## src/rtl/bar_dec_pkg.sv

```systemverilog
// Package: shared definitions for the BAR window decoder.
// Assumes register type bit 0 selects the space; low type bit counts per space.
package bar_dec_pkg;
    typedef enum logic {SPACE_MEM = 1'b0, SPACE_IO = 1'b1} space_e;
    localparam int IO_TYPE_BITS  = 2;
    localparam int MEM_TYPE_BITS = 4;
endpackage

```

## src/rtl/bar_window_cmp.sv

```systemverilog
// Module: one window comparator. Strips the type bits from a register value,
// adds the platform offset for its space and checks the address against
// [base, base+size). Purely combinational; assumes size is in bytes.
module bar_window_cmp
    import bar_dec_pkg::*;
#(
    parameter int ADDR_W = 32,
    parameter logic [ADDR_W-1:0] IO_BASE  = 32'h0100_0000,
    parameter logic [ADDR_W-1:0] MEM_BASE = 32'h4000_0000
) (
    input  logic [ADDR_W-1:0] bar_val,
    input  logic [ADDR_W-1:0] bar_size,
    input  logic [ADDR_W-1:0] addr,
    output logic [ADDR_W-1:0] field,
    output logic              match,
    output logic [ADDR_W-1:0] offset
);
    localparam logic [ADDR_W-1:0] IO_MASK  = ADDR_W'((1 << IO_TYPE_BITS) - 1);
    localparam logic [ADDR_W-1:0] MEM_MASK = ADDR_W'((1 << MEM_TYPE_BITS) - 1);

    space_e            space;
    logic [ADDR_W-1:0] base;

    // Decode space, form base and test the address against the window.
    always_comb begin
        space  = space_e'(bar_val[0]);
        field  = bar_val & ~((space == SPACE_IO) ? IO_MASK : MEM_MASK);
        base   = field + ((space == SPACE_IO) ? IO_BASE : MEM_BASE);
        offset = addr - base;
        match  = (field != '0) && (offset < bar_size);
    end
endmodule

```

## src/rtl/bar_prio_sel.sv

```systemverilog
// Module: lowest-index priority selector over the window match vector.
// Assumes NUM >= 1; idx is meaningless when any is low (driven zero).
module bar_prio_sel #(
    parameter int NUM   = 6,
    parameter int IDX_W = 3
) (
    input  logic [NUM-1:0]   req,
    output logic             any,
    output logic [IDX_W-1:0] idx
);
    // Scan from the top so the lowest requesting index is the last written.
    always_comb begin
        any = 1'b0;
        idx = '0;
        for (int i = NUM - 1; i >= 0; i--) begin
            if (req[i]) begin
                any = 1'b1;
                idx = IDX_W'(i);
            end
        end
    end

    logic lower_clear;
    // Independent check that no lower request exists below the chosen index.
    always_comb begin
        lower_clear = 1'b1;
        for (int i = 0; i < NUM; i++) begin
            if (i < int'(idx) && req[i]) lower_clear = 1'b0;
        end

        prio_lowest_chk: assert (!any || (req[idx] && lower_clear))
            else $error("priority selector picked a non-lowest request");
    end
endmodule

```

## src/rtl/bar_change_det.sv

```systemverilog
// Module: range-change detector. Keeps the address fields seen at the last
// edge and pulses for one cycle when any field becomes a new nonzero value.
// Assumes fields are already stripped of type bits.
module bar_change_det #(
    parameter int NUM    = 6,
    parameter int ADDR_W = 32
) (
    input  logic                  clk,
    input  logic                  rst_n,
    input  logic [NUM*ADDR_W-1:0] field_flat,
    output logic                  range_chg
);
    logic [ADDR_W-1:0] prev [NUM];
    logic              fire;

    // Find any field that moved to a new nonzero value.
    always_comb begin
        fire = 1'b0;
        for (int i = 0; i < NUM; i++) begin
            if (field_flat[i*ADDR_W +: ADDR_W] != prev[i] &&
                field_flat[i*ADDR_W +: ADDR_W] != '0) fire = 1'b1;
        end
    end

    // Remember the fields and register the pulse.
    always_ff @(posedge clk) begin
        if (!rst_n) begin
            range_chg <= 1'b0;
            for (int i = 0; i < NUM; i++) prev[i] <= '0;
        end else begin
            range_chg <= fire;
            for (int i = 0; i < NUM; i++) prev[i] <= field_flat[i*ADDR_W +: ADDR_W];
        end
    end


    stable_no_chg_chk: assert property (@(posedge clk) disable iff (!rst_n)
        ($past(rst_n, 2) && $past(field_flat) == $past(field_flat, 2)) |-> !range_chg)
        else $error("range change pulsed with steady fields");
endmodule

```

## src/rtl/bar_window_decoder.sv

```systemverilog
// Module: top of the BAR window decoder. Runs one comparator per register,
// picks the lowest claiming window and registers hit, index and offset.
// Assumes sizes and register values come from a configuration file and are
// steady around decodes; one cycle from addr_in to outputs.
module bar_window_decoder #(
    parameter int NUM_BARS = 6,
    parameter int ADDR_W   = 32,
    parameter logic [ADDR_W-1:0] IO_BASE  = 32'h0100_0000,
    parameter logic [ADDR_W-1:0] MEM_BASE = 32'h4000_0000,
    localparam int IDX_W = (NUM_BARS > 1) ? $clog2(NUM_BARS) : 1
) (
    input  logic                       clk,
    input  logic                       rst_n,
    input  logic [ADDR_W-1:0]          addr_in,
    input  logic [NUM_BARS*ADDR_W-1:0] bar_val_flat,
    input  logic [NUM_BARS*ADDR_W-1:0] bar_size_flat,
    output logic                       hit,
    output logic [IDX_W-1:0]           hit_idx,
    output logic [ADDR_W-1:0]          hit_off,
    output logic                       range_chg
);
    logic [NUM_BARS-1:0]          match;
    logic [ADDR_W-1:0]            offs [NUM_BARS];
    logic [NUM_BARS*ADDR_W-1:0]   field_flat;
    logic                         any;
    logic [IDX_W-1:0]             sel;
    logic [ADDR_W-1:0]            size_sel;

    for (genvar g = 0; g < NUM_BARS; g++) begin : g_win
        bar_window_cmp #(
            .ADDR_W(ADDR_W), .IO_BASE(IO_BASE), .MEM_BASE(MEM_BASE)
        ) u_cmp (
            .bar_val (bar_val_flat[g*ADDR_W +: ADDR_W]),
            .bar_size(bar_size_flat[g*ADDR_W +: ADDR_W]),
            .addr    (addr_in),
            .field   (field_flat[g*ADDR_W +: ADDR_W]),
            .match   (match[g]),
            .offset  (offs[g])
        );
    end

    bar_prio_sel #(.NUM(NUM_BARS), .IDX_W(IDX_W)) u_prio (
        .req(match), .any(any), .idx(sel)
    );

    bar_change_det #(.NUM(NUM_BARS), .ADDR_W(ADDR_W)) u_chg (
        .clk(clk), .rst_n(rst_n), .field_flat(field_flat), .range_chg(range_chg)
    );

    // Aperture of the selected window, used by the bound check.
    always_comb size_sel = bar_size_flat[int'(sel)*ADDR_W +: ADDR_W];

    // Register the decode result; a miss clears index and offset.
    always_ff @(posedge clk) begin
        if (!rst_n) begin
            hit     <= 1'b0;
            hit_idx <= '0;
            hit_off <= '0;
        end else begin
            hit     <= any;
            hit_idx <= any ? sel : '0;
            hit_off <= any ? offs[sel] : '0;
        end
    end


    win_bound_chk: assert property (@(posedge clk) disable iff (!rst_n)
        hit |-> hit_off < $past(size_sel))
        else $error("offset outside window aperture");


    idx_range_chk: assert property (@(posedge clk) disable iff (!rst_n)
        hit |-> int'(hit_idx) < NUM_BARS)
        else $error("hit index out of range");


    miss_zero_chk: assert property (@(posedge clk) disable iff (!rst_n)
        !hit |-> (hit_off == '0 && hit_idx == '0))
        else $error("miss left index or offset nonzero");
endmodule

```

## config.mk

```make
export PLATFORM = sky130hd
export DESIGN_NAME = bar_window_decoder
export DESIGN_NICKNAME = d
export VERILOG_FILES = /design/src/rtl/bar_dec_pkg.sv /design/src/rtl/bar_window_cmp.sv /design/src/rtl/bar_prio_sel.sv /design/src/rtl/bar_change_det.sv /design/src/rtl/bar_window_decoder.sv
export SDC_FILE = /design/constraint.sdc
export NUM_CORES = 1
export LEC_CHECK = 0
export ABC_AREA = 0
export ABC_CLOCK_PERIOD_IN_PS = 5550
export BUFFER_PORTS_ARGS = -buffer_cell sky130_fd_sc_hd__buf_2
export CORE_MARGIN = 10
export CORE_UTILIZATION = 49
export CTS_CLUSTER_DIAMETER = 120
export DETAILED_ROUTE_END_ITERATION = 6
export PLACE_DENSITY_LB_ADDON = 0.3
export REMOVE_ABC_BUFFERS = 1
export SYNTH_ARGS = -nofsm -noshare
export SYNTH_HDL_FRONTEND = slang
export SYNTH_SLANG_ARGS = --single-unit
```

## constraint.sdc

```tcl
create_clock -name clk -period 5.55 [get_ports clk]
set_clock_uncertainty 0.05 [all_clocks]
set_input_delay 0.555 -clock clk [delete_from_list [all_inputs] [get_ports clk]]
set_output_delay 0.555 -clock clk [all_outputs]
set_load 0.03 [all_outputs]
```

==> results.toml, run 1 <==
[clock_network]
cts_buffer_depth = 3
h-tree-depth = 1
cts_tree = "done"
clkLatencyLatePin_ns = 0.59
cts_root_buf = "clkbuf_16"
path_clk_slew_ns = 0.06
tritoncts.num_buffers = 29
cts_sinks = 217
postCtsHoldBufs = 0

[critical_path]
slowest_stage = "a2111o_1"
path_class = "input port to flip-flop"
crit_arrival_ns = 6.09
cp_top_family = "compound AO/OA/AOI/OAI gates"
crit_fanout = 5
critPathBufInv = 5
crit_path_max_incr_delay_ns = 0.45
crit_path_end_kind = "flip-flop"
cp-start-kind = "input port"
crit_required_ns = 6.01

[global_routing]
antenna_found_initial = 23
grt_pass1_wl_mm = 159
grt_max_degree = 176
grt_overflow = 0
grt_pass1_vias = 28100
gr-usage-all-layers_pct = 32.7

[logic_synthesis]
synth_edf_count = 0
yosys.area.top_type = "ha_1"
ys_async_sr_fraction_pct = 0
yosysTopAreaCellShare_pct = 25.1
ys_ff_latch = 217
syn_area_um2 = 26000
yosysSeqAreaShare_pct = 16.7
syn_avg_cell_area_um2 = 7.95
synth_area_leaders = "ha_1 25%, dfxtp_1 17%, inv_1 8.7%"
yosys_most_used_dff = "dfxtp_1"
syn-instance-count = 3273
synth_warnings = 0
synth_cell_types = 83

[die]
die_w_um = 250
die_h_um = 250
fp-row-count = 84
coreArea_um2 = 52600
start_util_pct = 49.5
die_area_um2 = 62700
io_pins = 455

[routing]
drc = 0
wl_per_cell_um = 21.6
drt_iter0_markers = 2180
first_pass_iters = 6
dr_total_vias = 28800
viasPerCell = 5.51
drt_wl_total_mm = 113
final_antenna_net_count = 0

[timing]
fin_setup_tns_ns = -0.460
post-route-period-util_pct = 101
maxSlewViolCount = 0
rsz0062_at_grt = "true"
setup_viol = 15
worst_slew_pin_slew_ns = 0.889
fmax_mhz = 178
hold_viol = 0
period_minus_slack_ns = 5.63
slew_headroom_pct = 40.2
setup_slack_ns = -0.0800

[placement]
dpl.hpwl_mm = 93.3
place.gp.congestion = 1.05
io_buffers = 448

[pwr]
finalPower_mw = 12.0
p_leak_nw = 19.7
p_per_area_nw_per_um2 = 316
peakVddDrop_uv = 275

[outcome]
violations = "setup timing"
outcome = "complete, but fails checks"

[cells_and_area]
drive_above_1_share_pct = 34.5
final_nets = 5451
area_growth_pct = 45.8
final-seq-area_um2 = 4340
mostFrequentLayoutCells = "745 x buf_4, 582 x inv_1, 485 x ha_1, 444 x buf_2, 217 x dfxtp_1"
multiInputGateArea_um2 = 20500
nFillCells = 4062
final_common_cell = "buf_4"

[run]
drv_cap = 0

[hold_path]
worst_hold_path_type = "input port to flip-flop"
cell type report:
type / count / area share, %
Multi-Input combinational cell: 2403 / 54.2
Timing Repair Buffer: 1247 / 23.2
Sequential cell: 217 / 11.5
Inverter: 601 / 6.04
Tap cell: 688 / 2.27
Clock buffer: 37 / 2.13
Clock inverter: 16 / 0.627
Antenna cell: 13 / 0.0858
per-layer routing:
metal | wire, um | vias to the layer above | track usage, %
met2 | 51000 | 1199 | 54.3
met1 | 45100 | 13500 | 38.8
met3 | 8070 | 351 | 6.10
met5 | 133 | - | 0
met4 | 8310 | 20 | 19.2
li1 | - | 13800 | -
sequential cells by signal, indices dropped and copies added, names as in the netlist:
signal / cells
u_chg.prev: 180
hit_off: 32
hit_idx: 3
hit: 1
u_chg.range_chg: 1
repair_timing:
action                     in CTS  in global routing
setup buffers                  11                 46
setup endpoints to repair      32                 35
gates resized for setup        57                263
gates cloned                    1                  8
pin swaps                      25                127
worst register-to-register path: stages (launching register included):
cell and delay, ns:
dfxtp_1 0.32, xor2_1 0.18, nor4_1 0.33, nand4_1 0.15, nor4_1 0.69, o22ai_1 0.49, nor4_1 0.43, nor2_1 0.09
cell families (layout without fill, tap and decap cells):
| group | count (synthesis) | in the layout | synth area share, % |
|---|---|---|---|
| compound gates | 650 | 650 | 16.3 |
| mux | 82 | 82 | 3.29 |
| flops | 217 | 217 | 16.7 |
| fa+ha+maj | 534 | 534 | 26.0 |
| other cells | 0 | 13 | 0 |
| simple gates | 797 | 797 | 16.6 |
| xor+xnor | 340 | 340 | 11.5 |
| buf+inv | 653 | 1901 | 9.65 |
synthesized netlist by cell type (all sizes together) (73+ instances only):
cell type,n
o21ai,121
a21oi,193
a21o,73
dfxtp,217
nor2,135
nor4,85
inv,600
xnor2,170
and2,186
xor2,170
ha,522
nand2,115
worst paths after layout:
kind | startpoint | end | slack, ns | depth (start not counted)
worst max-delay path | addr_in[8] | hit_off[31] | -0.08 | 26
worst min register to register | u_chg.prev[0][141] | u_chg.range_chg | 0.83 | 6
worst max register to register | u_chg.prev[0][103] | u_chg.range_chg | 2.67 | 7
worst min-delay path | bar_val_flat[2] | u_chg.prev[0][2] | 0.16 | 2
per-stage QoR:
stage,util [%],instance area [um^2],hold WS (ns),instances,setup slack [ns]
final,72.1,37900,0.158,5222,-0.0800
after floorplan,-,25800,0.627,3221,-0.932
after global routing,72.1,37900,0.167,5216,-0.261
after global placement,65.9,34600,0.741,5091,-0.950
after CTS,68.6,36000,0.151,5156,-0.00887
after detailed placement,65.9,34600,0.754,5092,-1.14
power breakdown:
group / leakage (nW) / total [mW] / internal, mW / switching, mW
registers: 1.81 / 1.85 / 1.73 / 0.123
clock network: 0.498 / 2.09 / 1.26 / 0.823
logic: 17.4 / 8.04 / 3.95 / 4.09
total: 19.7 / 12.0 / 6.94 / 5.04
Power figures use the tool's default switching activity.
==> run 2, diff against run 1 <==
--- a/config.mk
+++ b/config.mk
@@ -13,6 +13,7 @@
 export CTS_CLUSTER_DIAMETER = 120
 export DETAILED_ROUTE_END_ITERATION = 6
 export PLACE_DENSITY_LB_ADDON = 0.3
+export RECOVER_POWER = 100
 export REMOVE_ABC_BUFFERS = 1
 export SYNTH_ARGS = -nofsm -noshare
 export SYNTH_HDL_FRONTEND = slang
==> run 2 against run 1 <==
The run still ends with setup timing left. Final cell count hardly changed. Sequential power about the same. Die area unchanged. Routed wire length hardly changed. Fmax down 0.27%. Non-clock buffer count stayed put. Count of clock-buffer cells in the layout unchanged. Combinational power fell by 0.5%. Sequential share of layout area about the same. Power is 0.28% lower. Global-route usage is the same.
==> results.toml, run 2 (same netlist as run 1, synthesis figures left out) <==
[timing]
post-route-period-util_pct = 102
period_minus_slack_ns = 5.65
rsz0062_at_grt = "true"
fin_setup_tns_ns = -0.552
fmax_mhz = 177
hold_viol = 0
maxSlewViolCount = 0
setup_slack_ns = -0.0951
slew_headroom_pct = 40.0
setup_viol = 19
worst_slew_pin_slew_ns = 0.891

[critical_path]
path_class = "input port to flip-flop"
crit_arrival_ns = 6.11
reg2reg_from = "u_chg.prev[0][103]"
crit_path_end_kind = "flip-flop"
reg2reg_to = "u_chg.range_chg"
crit_path_max_incr_delay_ns = 0.45
crit_fanout = 5
crit_required_ns = 6.01
cp-start-kind = "input port"
rrSetupSlack_ns = 2.67
slowest_stage = "a2111o_1"
rr_worst_depth = 7

[routing]
wl_per_cell_um = 21.6
first_pass_iters = 5
drt_iter0_markers = 2153
final_antenna_net_count = 0
drt_wl_total_mm = 113
dr_total_vias = 28800
viasPerCell = 5.51
drc = 0

[die]
io_pins = 455
die_area_um2 = 62700
coreArea_um2 = 52600
die_w_um = 250
fp-row-count = 84
start_util_pct = 49.5
die_h_um = 250

[pwr]
intPower_mw = 6.91
finalPower_mw = 11.9
pwr-share-comb_pct = 67.0
p_per_area_nw_per_um2 = 315
p_clk_share_pct = 17.4
peakVddDrop_uv = 277
p_leak_nw = 19.5
switching_power_mw = 5.03
p_sw_share_pct = 42.1
sequentialPowerShare_pct = 15.6

[global_routing]
grt_pass1_wl_mm = 159
grt_pass1_vias = 28100
gr-usage-all-layers_pct = 32.7
antenna_found_initial = 22
grt_max_degree = 176
grt_overflow = 0

[hold_path]
worstHoldPathCells = 2
min_from = "bar_val_flat[2]"
hold_end = "u_chg.prev[0][2]"
worst_hold_path_type = "input port to flip-flop"

[run]
drv_cap = 0

[placement]
pre_cts_ws_ns = -1.14
io_buffers = 448
place.gp.congestion = 1.05
dpl.hpwl_mm = 93.3

[cells_and_area]
drive_above_1_share_pct = 33.7
final_nets = 5451
area_growth_pct = 45.6
largest_register_ffs = 180
nFillCells = 4085
final_util_pct = 72.0
mostFrequentLayoutCells = "744 x buf_4, 582 x inv_1, 485 x ha_1, 407 x buf_2, 217 x dfxtp_1"
regMostFlops = "u_chg.prev"
reg_top3 = "u_chg.prev: 180 flops, hit_off: 32 flops, hit_idx: 3 flops"
final_common_cell = "buf_4"

[clock_network]
clkLatencyLatePin_ns = 0.59
cts_sinks = 217
cts_root_buf = "clkbuf_16"
cts_buffer_depth = 3
cts_tree = "done"
h-tree-depth = 1
path_clk_slew_ns = 0.06
tritoncts.num_buffers = 29

[outcome]
outcome = "complete, but fails checks"
violations = "setup timing"
==> run 2: cell count changes in the layout (fill, tap and decap cells not counted), sizes merged <==
cell    previous run  this run
diode             13        11
buf             1240      1202
clkbuf            44        82
==> run 2: cell type report <==
cell class / count / area, um^2 / area share (%)
tap: 688 / 861 / 2.27
multi-input combinational: 2403 / 20500 / 54.3
sequential: 217 / 4340 / 11.5
clock inverter: 16 / 238 / 0.628
clock buffer: 37 / 806 / 2.13
timing repair buffer: 1247 / 8750 / 23.1
antenna: 11 / 27.5 / 0.0727
inverter: 601 / 2290 / 6.05
==> run 2: critical path, delay by kind of cell <==
kind	cells	cell delay [ns]
XOR/XNOR	2	0.33
adder cells (fa/ha/maj)	3	0.95
multiplexers	1	0.22
AND/OR/NAND/NOR	5	1.11
buffers and inverters	5	0.67
AO/OA/AOI/OAI	10	2.25
==> run 2: per-layer routing <==
layer  wire length (um)  track usage (%)  vias up
li1                   -                -    13700
met1              43800             38.8    13400
met2              51100             54.3     1296
met3               9390             6.10      340
met4               8260             19.2       20
met5                136                0        -
==> run 2: worst max path at each step <==
| stage | from | to | slack (ns) | cells past startpoint |
|---|---|---|---|---|
| finish | addr_in[8] | hit_off[31] | -0.1 | 26 |
| global route | addr_in[8] | hit_off[31] | -0.26 | 26 |
| CTS | addr_in[5] | hit_off[30] | -0.009 | 28 |
| detailed placement | addr_in[18] | hit_off[5] | -1.14 | 28 |
| global placement | addr_in[18] | hit_off[15] | -0.95 | 29 |
| floorplan | addr_in[19] | hit_off[29] | -0.93 | 25 |
==> run 2: power by group through the flow <==
| stage | combinational, mW | clock [mW] | sequential, mW |
|---|---|---|---|
| 2_1_floorplan | 3.51 | 0 | 2.01 |
| 3_3_place_gp | 6.70 | 0 | 1.88 |
| 3_5_place_dp | 6.80 | 0 | 1.87 |
| 4_1_cts | 7.01 | 2.09 | 1.84 |
| 5_1_grt | 8.54 | 2.14 | 1.86 |
| 6_report | 8.00 | 2.08 | 1.86 |
==> run 2: stage by stage <==
step	hold WS (ns)	area [um^2]	instances
after floorplan	0.627	25800	3221
after global placement	0.741	34600	5091
after detailed placement	0.754	34600	5092
after CTS	0.151	36000	5156
after global routing	0.167	37800	5216
final	0.163	37900	5220
==> run 2: repair_timing <==
item	in CTS	in global routing
buffers inserted	11	46
pin swaps	25	127
hold buffers	0	0
endpoints found under the setup margin	32	35
gates cloned	1	8
gates resized for setup	57	263
